**src/rtl/ptw_pkg.sv**
```systemverilog
package ptw_pkg;

  typedef enum logic [1:0] {
    ENT_INVALID = 2'd0,
    ENT_PTR     = 2'd1,
    ENT_LEAF    = 2'd2,
    ENT_RSVD    = 2'd3
  } ent_kind_e;

  typedef enum logic [2:0] {
    FLT_NONE    = 3'd0,
    FLT_INVALID = 3'd1,
    FLT_RSVD    = 3'd2,
    FLT_LEVEL   = 3'd3,
    FLT_PROT    = 3'd4
  } flt_e;

  typedef enum logic [1:0] {
    ACC_LOAD  = 2'd0,
    ACC_STORE = 2'd1,
    ACC_FETCH = 2'd2
  } acc_e;

  typedef enum logic [2:0] {
    ST_IDLE, ST_RD, ST_RWAIT, ST_WR, ST_WWAIT, ST_DONE
  } walk_st_e;

  localparam int BIT_CACHE = 7;
  localparam int BIT_MOD   = 6;
  localparam int BIT_REF   = 5;
  localparam int CODE_LO   = 2;

  // Returns {read, write, execute} rights for an access code and mode.
  function automatic logic [2:0] code_rights(input logic [2:0] code, input logic user);
    case (code)
      3'd0:    code_rights = 3'b100;
      3'd1:    code_rights = 3'b110;
      3'd2:    code_rights = 3'b101;
      3'd3:    code_rights = 3'b111;
      3'd4:    code_rights = 3'b001;
      3'd5:    code_rights = user ? 3'b100 : 3'b110;
      3'd6:    code_rights = user ? 3'b000 : 3'b101;
      default: code_rights = user ? 3'b000 : 3'b111;
    endcase
  endfunction

endpackage

```
**src/rtl/ptw_addr_gen.sv**
```systemverilog
module ptw_addr_gen #(
  parameter int PA_W  = 36,
  parameter int CTX_W = 4,
  parameter int REG_W = 8,
  parameter int SEG_W = 6,
  parameter int PG_W  = 6,
  parameter int OFF_W = 12
) (
  input  logic [1:0]                          level,
  input  logic [CTX_W-1:0]                    ctx,
  input  logic [REG_W+SEG_W+PG_W+OFF_W-1:0]   vaddr,
  input  logic [PA_W-1:0]                     ctx_base,
  input  logic [PA_W-1:0]                     tbase,
  output logic [PA_W-1:0]                     addr
);
  localparam int VA_W   = REG_W + SEG_W + PG_W + OFF_W;
  localparam int PG_LO  = OFF_W;
  localparam int SEG_LO = PG_LO + PG_W;
  localparam int REG_LO = SEG_LO + SEG_W;

  logic [PA_W-1:0] base;
  logic [PA_W-1:0] idx;

  always_comb begin
    base = tbase;
    case (level)
      2'd0: begin base = ctx_base; idx = PA_W'(ctx); end
      2'd1: idx = PA_W'(vaddr[VA_W-1:REG_LO]);
      2'd2: idx = PA_W'(vaddr[REG_LO-1:SEG_LO]);
      default: idx = PA_W'(vaddr[SEG_LO-1:PG_LO]);
    endcase
    addr = base + (idx << 2);
  end
endmodule

```
**src/rtl/ptw_entry_eval.sv**
```systemverilog
module ptw_entry_eval
  import ptw_pkg::*;
#(
  parameter int ENT_W = 32
) (
  input  logic [ENT_W-1:0] entry,
  input  logic [1:0]       level,
  input  acc_e             acc,
  input  logic             user,
  output logic             descend,
  output logic             leaf_ok,
  output flt_e             flt,
  output logic [ENT_W-1:0] upd_entry,
  output logic             upd_needed
);
  ent_kind_e  kind;
  logic [2:0] rwx;
  logic       allowed;
  logic       last;

  assign kind = ent_kind_e'(entry[1:0]);
  assign last = (level == 2'd3);
  assign rwx  = code_rights(entry[CODE_LO+2:CODE_LO], user);

  always_comb begin
    case (acc)
      ACC_LOAD:  allowed = rwx[2];
      ACC_STORE: allowed = rwx[1];
      ACC_FETCH: allowed = rwx[0];
      default:   allowed = 1'b0;
    endcase
  end

  always_comb begin
    descend = 1'b0;
    leaf_ok = 1'b0;
    flt     = FLT_NONE;
    case (kind)
      ENT_INVALID: flt = FLT_INVALID;
      ENT_RSVD:    flt = FLT_RSVD;
      ENT_PTR: begin
        if (last) flt = FLT_LEVEL;
        else      descend = 1'b1;
      end
      default: begin
        if (!last)         flt = FLT_LEVEL;
        else if (!allowed) flt = FLT_PROT;
        else               leaf_ok = 1'b1;
      end
    endcase
  end

  always_comb begin
    upd_entry = entry;
    upd_entry[BIT_REF] = 1'b1;
    if (acc == ACC_STORE) upd_entry[BIT_MOD] = 1'b1;
    upd_needed = (upd_entry != entry);
  end
endmodule

```
**src/rtl/ptw_top.sv**
```systemverilog
// Reset is asserted asynchronously; its release is expected to be
// synchronised to clk outside this block.
module ptw_top
  import ptw_pkg::*;
#(
  parameter int CTX_W = 4,
  parameter int REG_W = 8,
  parameter int SEG_W = 6,
  parameter int PG_W  = 6,
  parameter int OFF_W = 12,
  parameter int ENT_W = 32,
  localparam int VA_W = REG_W + SEG_W + PG_W + OFF_W,
  localparam int PA_W = ENT_W + 4
) (
  input  logic              clk,
  input  logic              rst_n,
  input  logic              walk_start,
  input  logic [VA_W-1:0]   walk_vaddr,
  input  logic [CTX_W-1:0]  walk_ctx,
  input  logic [1:0]        walk_acc,
  input  logic              walk_user,
  input  logic [PA_W-1:0]   ctx_table_base,
  output logic              busy,
  output logic              mem_req_valid,
  output logic              mem_req_we,
  output logic [PA_W-1:0]   mem_req_addr,
  output logic [ENT_W-1:0]  mem_req_wdata,
  input  logic              mem_rsp_valid,
  input  logic [ENT_W-1:0]  mem_rsp_rdata,
  output logic              done_valid,
  output logic              done_fault,
  output logic [1:0]        done_level,
  output logic [2:0]        done_ftype,
  output logic [PA_W-1:0]   done_paddr,
  output logic              done_cacheable
);
  localparam int PPN_LO = 8;
  localparam int PPN_W  = ENT_W - PPN_LO;

  walk_st_e         state_q, state_d;
  logic [1:0]       level_q;
  logic [VA_W-1:0]  va_q;
  logic [CTX_W-1:0] ctx_q;
  acc_e             acc_q;
  logic             user_q;
  logic [PA_W-1:0]  tbase_q;
  logic [PA_W-1:0]  addr_q;
  logic [ENT_W-1:0] wdata_q;
  logic             res_fault_q, res_cache_q;
  logic [1:0]       res_level_q;
  logic [2:0]       res_ftype_q;
  logic [PA_W-1:0]  res_paddr_q;

  logic [PA_W-1:0]  gen_addr;
  logic             descend, leaf_ok, upd_needed;
  flt_e             flt;
  logic [ENT_W-1:0] upd_entry;

  logic cap_en, rd_en, step_en, res_en;

  ptw_addr_gen #(
    .PA_W(PA_W), .CTX_W(CTX_W), .REG_W(REG_W),
    .SEG_W(SEG_W), .PG_W(PG_W), .OFF_W(OFF_W)
  ) u_addr (
    .level(level_q), .ctx(ctx_q), .vaddr(va_q),
    .ctx_base(ctx_table_base), .tbase(tbase_q), .addr(gen_addr)
  );

  ptw_entry_eval #(.ENT_W(ENT_W)) u_eval (
    .entry(mem_rsp_rdata), .level(level_q), .acc(acc_q), .user(user_q),
    .descend(descend), .leaf_ok(leaf_ok), .flt(flt),
    .upd_entry(upd_entry), .upd_needed(upd_needed)
  );

  // Next-state and enables
  always_comb begin
    state_d = state_q;
    cap_en  = 1'b0;
    rd_en   = 1'b0;
    step_en = 1'b0;
    res_en  = 1'b0;
    case (state_q)
      ST_IDLE: if (walk_start) begin cap_en = 1'b1; state_d = ST_RD; end
      ST_RD: begin rd_en = 1'b1; state_d = ST_RWAIT; end
      ST_RWAIT: if (mem_rsp_valid) begin
        if (descend) begin
          step_en = 1'b1;
          state_d = ST_RD;
        end else begin
          res_en  = 1'b1;
          state_d = (leaf_ok && upd_needed) ? ST_WR : ST_DONE;
        end
      end
      ST_WR:    state_d = ST_WWAIT;
      ST_WWAIT: if (mem_rsp_valid) state_d = ST_DONE;
      default:  state_d = ST_IDLE;
    endcase
  end

  // Registers
  always_ff @(posedge clk or negedge rst_n) begin
    if (!rst_n) begin
      state_q     <= ST_IDLE;
      level_q     <= '0;
      va_q        <= '0;
      ctx_q       <= '0;
      acc_q       <= ACC_LOAD;
      user_q      <= 1'b0;
      tbase_q     <= '0;
      addr_q      <= '0;
      wdata_q     <= '0;
      res_fault_q <= 1'b0;
      res_cache_q <= 1'b0;
      res_level_q <= '0;
      res_ftype_q <= '0;
      res_paddr_q <= '0;
    end else begin
      state_q <= state_d;
      if (cap_en) begin
        va_q    <= walk_vaddr;
        ctx_q   <= walk_ctx;
        acc_q   <= acc_e'(walk_acc);
        user_q  <= walk_user;
        level_q <= '0;
      end
      if (rd_en) addr_q <= gen_addr;
      if (step_en) begin
        tbase_q <= PA_W'({mem_rsp_rdata[ENT_W-1:2], 2'b00}) << 4;
        level_q <= level_q + 2'd1;
      end
      if (res_en) begin
        res_fault_q <= (flt != FLT_NONE);
        res_ftype_q <= flt;
        res_level_q <= level_q;
        res_cache_q <= leaf_ok & mem_rsp_rdata[BIT_CACHE];
        res_paddr_q <= leaf_ok ?
          PA_W'({mem_rsp_rdata[ENT_W-1:PPN_LO], va_q[OFF_W-1:0]}) : '0;
        wdata_q     <= upd_entry;
      end
    end
  end

  assign busy           = (state_q != ST_IDLE);
  assign mem_req_valid  = (state_q == ST_RD) || (state_q == ST_WR);
  assign mem_req_we     = (state_q == ST_WR);
  assign mem_req_addr   = (state_q == ST_WR) ? addr_q : gen_addr;
  assign mem_req_wdata  = wdata_q;
  assign done_valid     = (state_q == ST_DONE);
  assign done_fault     = res_fault_q;
  assign done_level     = res_level_q;
  assign done_ftype     = res_ftype_q;
  assign done_paddr     = res_paddr_q;
  assign done_cacheable = res_cache_q;

  logic unused_ok;
  assign unused_ok = &{1'b0, PPN_W[0]};
endmodule

```
**config.mk**
```make
export PLATFORM = sky130hd
export DESIGN_NAME = ptw_top
export DESIGN_NICKNAME = d
export VERILOG_FILES = /design/src/rtl/ptw_pkg.sv /design/src/rtl/ptw_addr_gen.sv /design/src/rtl/ptw_entry_eval.sv /design/src/rtl/ptw_top.sv
export SDC_FILE = /design/constraint.sdc
export NUM_CORES = 1
export LEC_CHECK = 0
export BUFFER_PORTS_ARGS = -buffer_cell sky130_fd_sc_hd__buf_2
export CAP_MARGIN = 20
export CORE_ASPECT_RATIO = 1.75
export CORE_MARGIN = 4
export CORE_UTILIZATION = 51
export CTS_BUF_LIST = sky130_fd_sc_hd__clkbuf_2 sky130_fd_sc_hd__clkbuf_4 sky130_fd_sc_hd__clkbuf_8
export CTS_CLUSTER_SIZE = 24
export DETAILED_ROUTE_END_ITERATION = 7
export GPL_TIMING_DRIVEN = 0
export HOLD_SLACK_MARGIN = 0.02
export PLACE_DENSITY = 0.77
export SYNTH_ARGS = -nofsm -noshare
export SYNTH_HDL_FRONTEND = slang
export SYNTH_SLANG_ARGS = --single-unit
```
**constraint.sdc**
```tcl
create_clock -name clk -period 10.5 [get_ports clk]
set_input_delay 2.1 -clock clk [delete_from_list [all_inputs] [get_ports clk]]
set_output_delay 2.1 -clock clk [all_outputs]
set_load 0.01 [all_outputs]
```
==> results.txt, run 1 <==
----------------------------------------------------
[Global routing]
  Total grt overflow ... 0
  GR Util All Layers ... 25.9%
  Wire length of the first global-routing pass ... 40000 um
  Largest net degree at the start of global routing ... 96
  Number of antenna violations at the first check in global routing ... 6
  Number of global-route vias before repair ... between 7000 and 8000

[Cells and area]
  Leading cell type in the layout, fill and taps excluded ... buf_2
  FF/Latch Area ... 4630 um^2
  Total area of multi-input combinational cells ... 4130 um^2
  Ratio of cells with drive above 1 in the final layout ... 31.7%
  Fill cells ... 1560
  Share of the core filled with cells ... roughly 62%
  Commonest cells after routing, fill and taps aside ... 238 x buf_2, 230 x nand2_1, 185 x dfrtp_1
  Area grow syn2layout ... 20.3%
  # nets final ... 1267

[Placed design]
  Placed wire-length estimate ... about 20000 um
  GPL Wtd Cong ... 0.899
  Count of input and output buffers ... 225

[Synthesis]
  Synth Area in XOR/XNOR ... ~3.2%
  Fraction of the mapped netlist area in adder cells ... 1.88%
  Flops & latches, synth ... roughly 190
  Combinational family with the most area after synthesis ... simple AND/OR/NAND/NOR gates
  Synthesized instance count ... approximately 900
  Number of distinct standard cells referenced by the synthesized netlist ... 60
  Net Count, Synth ... 1022
  Post-synth ARST share ... 100%
  Post-synth top flop ... dfrtp_1
  Multiplexer share of the synthesized area ... 11.7%
  Average cell area after synthesis ... 10.1 um^2
  Synth Cell Area ... about 9000 um^2
  Simple-gate area share of the yosys netlist ... 16.2%
  Yosys warnings ... 0
  Number of flops mapped to enable cells by yosys ... 0
  Sequential area share after synthesis ... 51.2%
  Share of the synthesized area in compound gates (AO/OA/AOI/OAI) ... 12.7%

[Detailed routing]
  Starting DRC count in detailed routing ... 417
  Wirelength per Cell ... ~18 um
  Total via count after detailed routing ... 7614
  Count of TritonRoute iterations in the first routing pass ... 5
  Total wire length ... between 20000 and 30000 um
  DRC Markers ... 0
  Count of antenna-violating nets left after detailed routing ... 0
  Vias per cell ... 5.47

[Floorplanning]
  Rows ... 64
  Core region area ... between 15000 and 20000 um^2
  Floorplan die area ... 20000 um^2
  Die outline height ... roughly 180 um
  Ports ... between 200 and 250
  Initial Util ... about half
  Horizontal extent of the die ... about 110 um

[Clock tree]
  CTS hold repair buffers ... 0
  Number of H-tree levels ... 4
  Insertion delay to the later sink of the worst-skew pair ... 460 ps
  # clock sinks ... 185
  Setup repair bufs after CTS ... 0
  Inserted Clock Buffers ... 17
  CTS-repair resized insts ... 0
  Number of buffers on the longest clock path ... 2
  Root buf cell ... clkbuf_8
  Post-CTS clock slew at the launch and capture registers of the worst setup and hold paths ... 100 ps
  TritonCTS clock tree ... done

[Setup path]
  Largest fanout on the critical path ... 10
  Required time worst endpoint ... 8400 ps
  Setup crit start kind ... flop
  Worst path arrival time ... 5330 ps
  Type of the setup path with the least slack ... flop to output pin
  R2r worst-path depth ... 19
  Endpoint type of the worst setup path ... output pin

[Timing]
  Transition time at the pin with the least slew margin ... 712 ps
  Final worst clock skew ... 12.0 ps
  Min cycle time layout ... 7430 ps
  Fmax achieved ... 135 MHz
  Summed negative setup slack over all endpoints ... 0 ps
  Total count of hold-check failures in the final report ... 0
  Setup repair after global routing missed its margin ... false
  Period Utilization, post-route ... 70.8%
  Final setup viols ... 0
  Max Transition Viols Final ... 0
  Max_slew headroom ... 52.5%

[Pwr]
  Static leakage ... 5.43 nW
  Power share of the sequential group ... 43.1%
  Pwr Total ... 2.71 mW
  Fraction of power spent switching nets ... about two fifths
  Maximum ir drop on the vdd rail ... 0.000131 V
  Power density normalized to cell area ... 249 nW/um^2
  Relative contribution of combinational cells to total power ... 40.2%
  Psw ... 1.06 mW
  P_int ... 1.65 mW
  Clk pwr share ... 16.7%

[Min path]
  Count of cells along the worst hold path ... 1
  Worst Hold Class ... flop to flop

[Flow run]
  MaxCap Viol Count ... 0

[Outcome]
  Run status ... finished clean

----------------------------------------------------
## synthesized netlist by cell type (14+ instances only)
master    count  share of area [%]
nor2_1       23               0.96
mux2_2       71                8.8
buf_2        14               0.78
xor2_1       15                1.5
o21ai_0      93                5.2
xnor2_1      18                1.7
clkbuf_1     24                1.0
dfrtp_1     185                 51
nand2_1     230                9.6
mux2i_1      24                2.7
o21ai_1      17               0.94
a21oi_1      18                1.0
## flip-flops by register name, indices dropped and copies added (netlist names)
| signal | flops |
|---|---|
| addr_q | 36 |
| ctx_q | 4 |
| state_q | 3 |
| mem_req_wdata | 32 |
| user_q | 1 |
| done_paddr | 36 |
| done_cacheable | 1 |
| va_q | 32 |
| done_fault | 1 |
| done_ftype | 3 |
| acc_q | 2 |
| level_q | 2 |
| tbase_q | 30 |
| done_level | 2 |
## metal layers
layer / track usage (%) / share of wire [%] / vias up
met5: 0 / 0.052 / -
met4: 13.5 / 3.6 / 2
met3: 5.26 / 5.6 / 58
met2: 43.8 / 52 / 267
met1: 30.8 / 39 / 3696
li1: - / - / 3591
## final cells by class
| type | instances | area share, % |
|---|---|---|
| Clock buffer | 18 | 2.22 |
| Tap cell | 231 | 2.66 |
| Inverter | 13 | 0.449 |
| Antenna cell | 5 | 0.115 |
| Sequential cell | 185 | 42.6 |
| Clock inverter | 14 | 1.16 |
| Timing Repair Buffer | 226 | 10.7 |
| Buffer | 49 | 2.13 |
| Multi-Input combinational cell | 651 | 38.0 |
## cells by family after synthesis
| kind of cell | count (synthesis) |
|---|---|
| AO/OA/AOI/OAI | 187 |
| flip-flops | 185 |
| AND/OR/NAND/NOR | 322 |
| multiplexers | 96 |
| buffers and inverters | 62 |
| XOR/XNOR | 33 |
| adder cells (fa/ha/maj) | 13 |
## worst max-delay path, stage by stage, from the launching register on
cell,delay (ps)
dfrtp_1,430
inv_1,120
ha_1,190
buf_6,170
buf_4,210
buf_4,220
buf_4,220
buf_4,260
buf_2,280
a222oi_1,100
mux2i_1,180
ha_1,190
inv_1,50
fa_1,390
nand2b_1,230
a211oi_4,410
o211ai_2,290
nor4_2,390
xor2_1,240
o21ai_1,100
buf_2,160
## power groups by stage
stage	combinational (mW)	sequential [mW]	clock [mW]
floorplan	0.695	1.16	0
global placement	1.06	1.16	0
detailed placement	1.09	1.18	0
CTS	1.10	1.16	0.464
global route	1.21	1.20	0.497
finish	1.09	1.17	0.452
## metrics by stage
stage	hold slack (ps)	setup slack [ps]	cell area, um^2	cells
CTS	478	3100	10900	1387
global route	502	2750	10900	1392
finish	475	3070	10900	1392
floorplan	446	4190	9040	898
global placement	448	3740	10500	1354
detailed placement	451	3690	10500	1355
## worst paths after layout
check | slack (ps) | endpoint | start
max | 3070 | mem_req_addr[28] | level_q[0]$_DFFE_PN0P_
min | 470 | mem_req_wdata[5]$_DFFE_PN0P_ | mem_req_wdata[5]$_DFFE_PN0P_
max reg2reg | 5680 | addr_q[28]$_DFFE_PN0P_ | level_q[0]$_DFFE_PN0P_
min reg2reg | 470 | mem_req_wdata[5]$_DFFE_PN0P_ | mem_req_wdata[5]$_DFFE_PN0P_
max in group asynchronous | 7950 | done_paddr[19]$_DFFE_PN0P_ | rst_n
min in group asynchronous | 1620 | va_q[21]$_DFFE_PN0P_ | rst_n
No activity file was read; power rests on OpenSTA's default activity.
==> run 2, diff against run 1 <==
- CORE_UTILIZATION: 51 -> 50
- PLACE_DENSITY: 0.77 -> 0.79
- clock period: 10.5 -> 6.2 ns (I/O delays scaled with it)
==> run 2 against run 1 <==
Compared with the run above: design area up 0.64%; largest cell class unchanged; flip-flop and latch count unchanged; critical endpoint is now mem_req_addr[32]; clock skew up 7.2 ps.
==> results.txt, run 2 (synthesized netlist as in run 1, its figures left out) <==
----------------------------------------------------
[Outcome]
  Run status ... finished clean

[Min path]
  Count of cells along the worst hold path ... 2
  End point of the worst hold path ... done_paddr[13]$_DFFE_PN0P_
  Worst Hold Class ... flop to flop
  Start point of the worst min-delay path ... done_paddr[13]$_DFFE_PN0P_

[Floorplanning]
  Horizontal extent of the die ... 110 um
  Rows ... 64
  Core region area ... 17600 um^2
  Die outline height ... around 190 um
  Ports ... 226
  Floorplan die area ... 20400 um^2
  Initial Util ... 51.3%

[Timing]
  Fmax achieved ... 170 MHz
  Final setup viols ... 0
  Max Transition Viols Final ... 0
  Final worst clock skew ... roughly 19 ps
  Period Utilization, post-route ... 95.1%
  Min cycle time layout ... slightly below 6000 ps
  Transition time at the pin with the least slew margin ... approximately 660 ps
  Setup repair after global routing missed its margin ... false
  Total count of hold-check failures in the final report ... 0
  Summed negative setup slack over all endpoints ... 0 ps
  Max_slew headroom ... 56.0%

[Placed design]
  Placed wire-length estimate ... roughly 20000 um
  Count of input and output buffers ... 225
  GPL Wtd Cong ... 0.923
  Number of placed instances with taps included ... 1355

[Detailed routing]
  Count of TritonRoute iterations in the first routing pass ... 6
  Wirelength per Cell ... ~18 um
  Starting DRC count in detailed routing ... 435
  Vias per cell ... 5.41
  Count of antenna-violating nets left after detailed routing ... 0
  Total via count after detailed routing ... 7534
  Total wire length ... 25300 um
  DRC Markers ... 0

[Cells and area]
  Leading cell type in the layout, fill and taps excluded ... buf_2
  # nets final ... 1269
  Area grow syn2layout ... 21.1%
  Commonest cells after routing, fill and taps aside ... 237 x buf_2, 230 x nand2_1, 185 x dfrtp_1
  Final instance count without filler cells ... ~1400
  Ratio of cells with drive above 1 in the final layout ... about a third

[Clock tree]
  Number of H-tree levels ... 4
  Post-CTS clock slew at the launch and capture registers of the worst setup and hold paths ... around 110 ps
  Inserted Clock Buffers ... 17
  # clock sinks ... 185
  Insertion delay to the later sink of the worst-skew pair ... 470 ps
  CTS hold repair buffers ... 0
  Number of buffers on the longest clock path ... 2
  TritonCTS clock tree ... done
  Root buf cell ... clkbuf_8

[Setup path]
  Largest fanout on the critical path ... 19
  Setup crit start kind ... flop
  Endpoint of the worst-slack reg-to-reg timing path ... addr_q[28]$_DFFE_PN0P_
  Worst path arrival time ... 4660 ps
  R2r worst-path depth ... 18
  Endpoint type of the worst setup path ... output pin
  Start of the worst register-to-register path ... level_q[0]$_DFFE_PN0P_
  Type of the setup path with the least slack ... flop to output pin
  Worst R2R Setup Slack ... slightly below 2000 ps
  Required time worst endpoint ... approximately 5000 ps

[Pwr]
  Maximum ir drop on the vdd rail ... 0.000211 V
  Static leakage ... 5.48 nW
  Power density normalized to cell area ... 421 nW/um^2
  Pwr Total ... roughly 4.6 mW

[Flow run]
  MaxCap Viol Count ... 0

[Global routing]
  GR Util All Layers ... around 26%
  Number of global-route vias before repair ... 7794
  Wire length of the first global-routing pass ... roughly 40000 um
  Largest net degree at the start of global routing ... 127
  Number of antenna violations at the first check in global routing ... 5
  Total grt overflow ... 0

----------------------------------------------------
==> run 2: cell count changes in the layout (fill, tap and decap cells not counted), sizes merged <==
cell | previous run | this run
buf | 251 | 253
inv | 15 | 14
clkbuf | 42 | 46
clkinv | 6 | 4
diode | 5 | 3
clkinvlp | 5 | 4
==> run 2: metrics by stage <==
stage | util, % | instance area [um^2] | setup WS, ps | hold slack (ps)
6_report | 62.1 | 10900 | 304 | 478
5_1_grt | 62.1 | 10900 | 32.9 | 511
4_1_cts | 61.8 | 10900 | 42.6 | 479
3_5_place_dp | 59.5 | 10500 | 255 | 457
3_3_place_gp | 59.3 | 10500 | 267 | 455
2_1_floorplan | - | 9040 | 1070 | 446
==> run 2: layer usage <==
metal  vias to the layer above  part of all wire (%)  track usage (%)
met5                         -                  0.10                0
met4                         4                   5.0             13.5
met3                        75                   5.8             5.66
met2                       258                    51             43.7
met1                      3613                    38             29.6
li1                       3584                     -                -
==> run 2: worst max-delay path, stage by stage, from the launching register on <==
cell	delay (ps)
dfrtp_1	440
inv_1	130
ha_1	190
buf_6	220
buf_8	210
buf_6	200
buf_4	200
a222oi_1	90
mux2i_1	170
ha_1	190
inv_1	50
fa_1	390
nand2b_1	230
a211oi_4	400
o211ai_4	230
nor4b_4	320
xor2_1	240
o21ai_0	110
buf_2	160
==> run 2: layout make-up <==
cell class,instances,area (um^2)
diodes,3,7.51
plain buffers,47,231
clock buffers,22,278
clock inverters,10,96.3
fillers,1538,6680
inverters,13,48.8
multi-input cells,651,4170
flip-flops and latches,185,4630
well taps,231,289
repair buffers,230,1190
==> run 2: worst max-delay path by stage <==
| stage | slack (ps) | start | depth (start not counted) | to |
|---|---|---|---|---|
| after floorplan | 1070 | level_q[0]$_DFFE_PN0P_ | 19 | mem_req_addr[32] |
| after global placement | 270 | level_q[0]$_DFFE_PN0P_ | 20 | mem_req_addr[28] |
| after detailed placement | 260 | level_q[0]$_DFFE_PN0P_ | 20 | mem_req_addr[28] |
| after global routing | 30 | level_q[0]$_DFFE_PN0P_ | 18 | mem_req_addr[32] |
| after CTS | 40 | level_q[0]$_DFFE_PN0P_ | 19 | mem_req_addr[32] |
| final | 300 | level_q[0]$_DFFE_PN0P_ | 18 | mem_req_addr[32] |
==> run 2: power by group <==
| group | switching [mW] | internal (mW) |
|---|---|---|
| clock network | 0.435 | 0.347 |
| registers | 0.303 | 1.67 |
| logic | 1.05 | 0.805 |
==> run 2: what timing repair did <==
action | 4_1_cts | 5_1_grt
setup endpoints to repair | 18 | 21
pin swaps | 1 | 3
buffers inserted | 1 | 3
resized for setup | 6 | 5
==> run 3, diff against run 2 <==
- GPL_TIMING_DRIVEN: 0 -> default
==> run 3 against run 2 <==
Compared with the run above: core utilization decreased by 0.63 points; register-to-register slack improved by 580 ps; count of clock-buffer cells in the layout decreased by 1; critical endpoint is now mem_req_addr[15].
==> results.txt, run 3 (synthesized netlist as in run 1, its figures left out) <==
----------------------------------------------------
[Clock tree]
  Number of buffers on the longest clock path ... 2
  Number of H-tree levels ... 4
  Inserted Clock Buffers ... 17
  Root buf cell ... clkbuf_8
  TritonCTS clock tree ... done
  Insertion delay to the later sink of the worst-skew pair ... 460 ps
  CTS-repair resized insts ... 0
  # clock sinks ... 185
  CTS hold repair buffers ... 0
  Post-CTS clock slew at the launch and capture registers of the worst setup and hold paths ... roughly 90 ps
  Setup repair bufs after CTS ... 0

[Floorplanning]
  Initial Util ... 51.3%
  Die outline height ... 186 um
  Core region area ... 17600 um^2
  Horizontal extent of the die ... 110 um
  Ports ... 226
  Floorplan die area ... a little over 20000 um^2
  Rows ... 64

[Min path]
  End point of the worst hold path ... mem_req_wdata[1]$_DFFE_PN0P_
  Start point of the worst min-delay path ... mem_req_wdata[1]$_DFFE_PN0P_
  Worst Hold Class ... flop to flop
  Count of cells along the worst hold path ... 2

[Setup path]
  Required time worst endpoint ... 4960 ps
  Worst path arrival time ... 4210 ps
  Largest fanout on the critical path ... 16
  R2r worst-path depth ... 10
  Setup crit start kind ... flop
  Highest-delay cell along the critical path ... a211oi_2
  Ordered list of cells on the worst path ... ha_1 -> mux2i_1 -> inv_1 -> ha_1 -> a21o_1 -> nand4_1 -> a211oi_2 -> o21ai_0 -> and3_1 -> o31ai_1 -> buf_2
  Endpoint of the worst-slack reg-to-reg timing path ... addr_q[25]$_DFFE_PN0P_
  Endpoint type of the worst setup path ... output pin
  Worst R2R Setup Slack ... 2530 ps
  Start of the worst register-to-register path ... level_q[0]$_DFFE_PN0P_
  Cell mode on critical path ... ha_1
  Critical path's largest stage delay ... 850 ps
  Type of the setup path with the least slack ... flop to output pin

[Timing]
  Final setup viols ... 0
  Max_slew headroom ... 33.0%
  Max Transition Viols Final ... 0
  Total count of hold-check failures in the final report ... 0
  Worst hold slack after final layout ... 476 ps
  Min cycle time layout ... 5450 ps
  Fmax achieved ... 183 MHz
  Summed negative setup slack over all endpoints ... 0 ps
  Final worst clock skew ... 14.6 ps
  Transition time at the pin with the least slew margin ... roughly 1000 ps
  Period Utilization, post-route ... 87.9%
  Setup repair after global routing missed its margin ... false

[Global routing]
  Number of antenna violations at the first check in global routing ... 5
  Largest net degree at the start of global routing ... 112
  Wire length of the first global-routing pass ... 37200 um
  GR Util All Layers ... 23.7%
  Number of global-route vias before repair ... 7397
  Total grt overflow ... 0

[Cells and area]
  Ratio of cells with drive above 1 in the final layout ... 32.2%
  Leading cell type in the layout, fill and taps excluded ... nand2_1
  Final Instance Area ... 10800 um^2
  # nets final ... 1228
  Share of the core filled with cells ... 61.5%
  Fill cells ... 1531
  Commonest cells after routing, fill and taps aside ... 229 x nand2_1, 224 x buf_2, 185 x dfrtp_1
  Area grow syn2layout ... 19.8%

[Pwr]
  Power share of the sequential group ... 42.7%
  Maximum ir drop on the vdd rail ... 0.000318 V
  Pwr Total ... about 4.7 mW
  P_int ... just under 3 mW
  Clk pwr share ... 19.9%
  Psw ... 1.74 mW
  Fraction of power spent switching nets ... 36.9%
  Power density normalized to cell area ... 435 nW/um^2
  Static leakage ... 5.40 nW
  Relative contribution of combinational cells to total power ... 37.5%

[Flow run]
  MaxCap Viol Count ... 0

[Detailed routing]
  Total wire length ... ~23000 um
  Total via count after detailed routing ... 7350
  Vias per cell ... 5.44
  Count of antenna-violating nets left after detailed routing ... 0
  DRC Markers ... 0
  Wirelength per Cell ... between 15 and 20 um
  Count of TritonRoute iterations in the first routing pass ... 5
  Starting DRC count in detailed routing ... 361

[Outcome]
  Run status ... finished clean

[Placed design]
  Count of input and output buffers ... ~230
  Dpl cell area ... 10300 um^2
  GPL Wtd Cong ... 0.911
  Placed wire-length estimate ... ~17000 um

----------------------------------------------------
run 3: cell types whose count changed in the layout (fill, tap and decap cells not counted), moves of 2 or more:
cell and change:
o21ai_2 -2, buf_4 +4, clkbuf_4 -2, o21ai_1 +2, clkbuf_8 +2, buf_2 -13, clkbuf_1 -23, bufinv_16 +4
buf_6 -3, clkinvlp_4 -3, buf_1 -5
run 3: worst max-delay path, delay by kind of cell, from the launching register on:
| family | cells | cell delay (ps) |
|---|---|---|
| AOI/OAI and AO/OA | 4 | 1350 |
| adders and majority gates | 2 | 900 |
| DFF | 1 | 420 |
| muxes | 1 | 420 |
| and+or+nand+nor | 2 | 380 |
| buffers and inverters | 2 | 280 |
run 3: cell type report:
class	count	area (um^2)	share of cell area (%)
Antenna cell	4	10.0	0.0924
Clock buffer	21	277	2.55
Clock inverter	11	194	1.79
Inverter	13	48.8	0.451
Multi-Input combinational cell	651	4140	38.3
Sequential cell	185	4630	42.7
Tap cell	231	289	2.67
Timing Repair Buffer	236	1240	11.4
run 3: worst max path at each step:
stage	from	to	slack (ps)
3_3_place_gp	ctx_table_base[2]	mem_req_addr[28]	1210
5_1_grt	level_q[0]$_DFFE_PN0P_	mem_req_addr[25]	400
2_1_floorplan	level_q[0]$_DFFE_PN0P_	mem_req_addr[32]	1070
6_report	level_q[0]$_DFFE_PN0P_	mem_req_addr[15]	750
4_1_cts	level_q[0]$_DFFE_PN0P_	mem_req_addr[15]	750
3_5_place_dp	ctx_table_base[2]	mem_req_addr[32]	1180
run 3: routing by layer:
layer  track usage, %  vias to the layer above  share of wire, %
li1                 -                     3520                 -
met1             29.0                     3551                40
met2             39.7                      215                50
met3             4.65                       60               5.4
met4             11.3                        4               3.8
met5                0                        -             0.064
run 3: power groups by stage:
stage / sequential (mW) / combinational [mW] / clock (mW)
detailed placement: 2.02 / 1.76 / 0
CTS: 2.00 / 1.77 / 0.961
floorplan: 1.97 / 1.18 / 0
global placement: 2.00 / 1.72 / 0
global route: 2.07 / 1.98 / 1.01
finish: 2.01 / 1.76 / 0.934
run 3: through the flow:
stage	setup WS [ps]	cells
6_report	750	1352
3_5_place_dp	1180	1314
3_3_place_gp	1210	1314
4_1_cts	748	1346
5_1_grt	402	1351
2_1_floorplan	1070	898
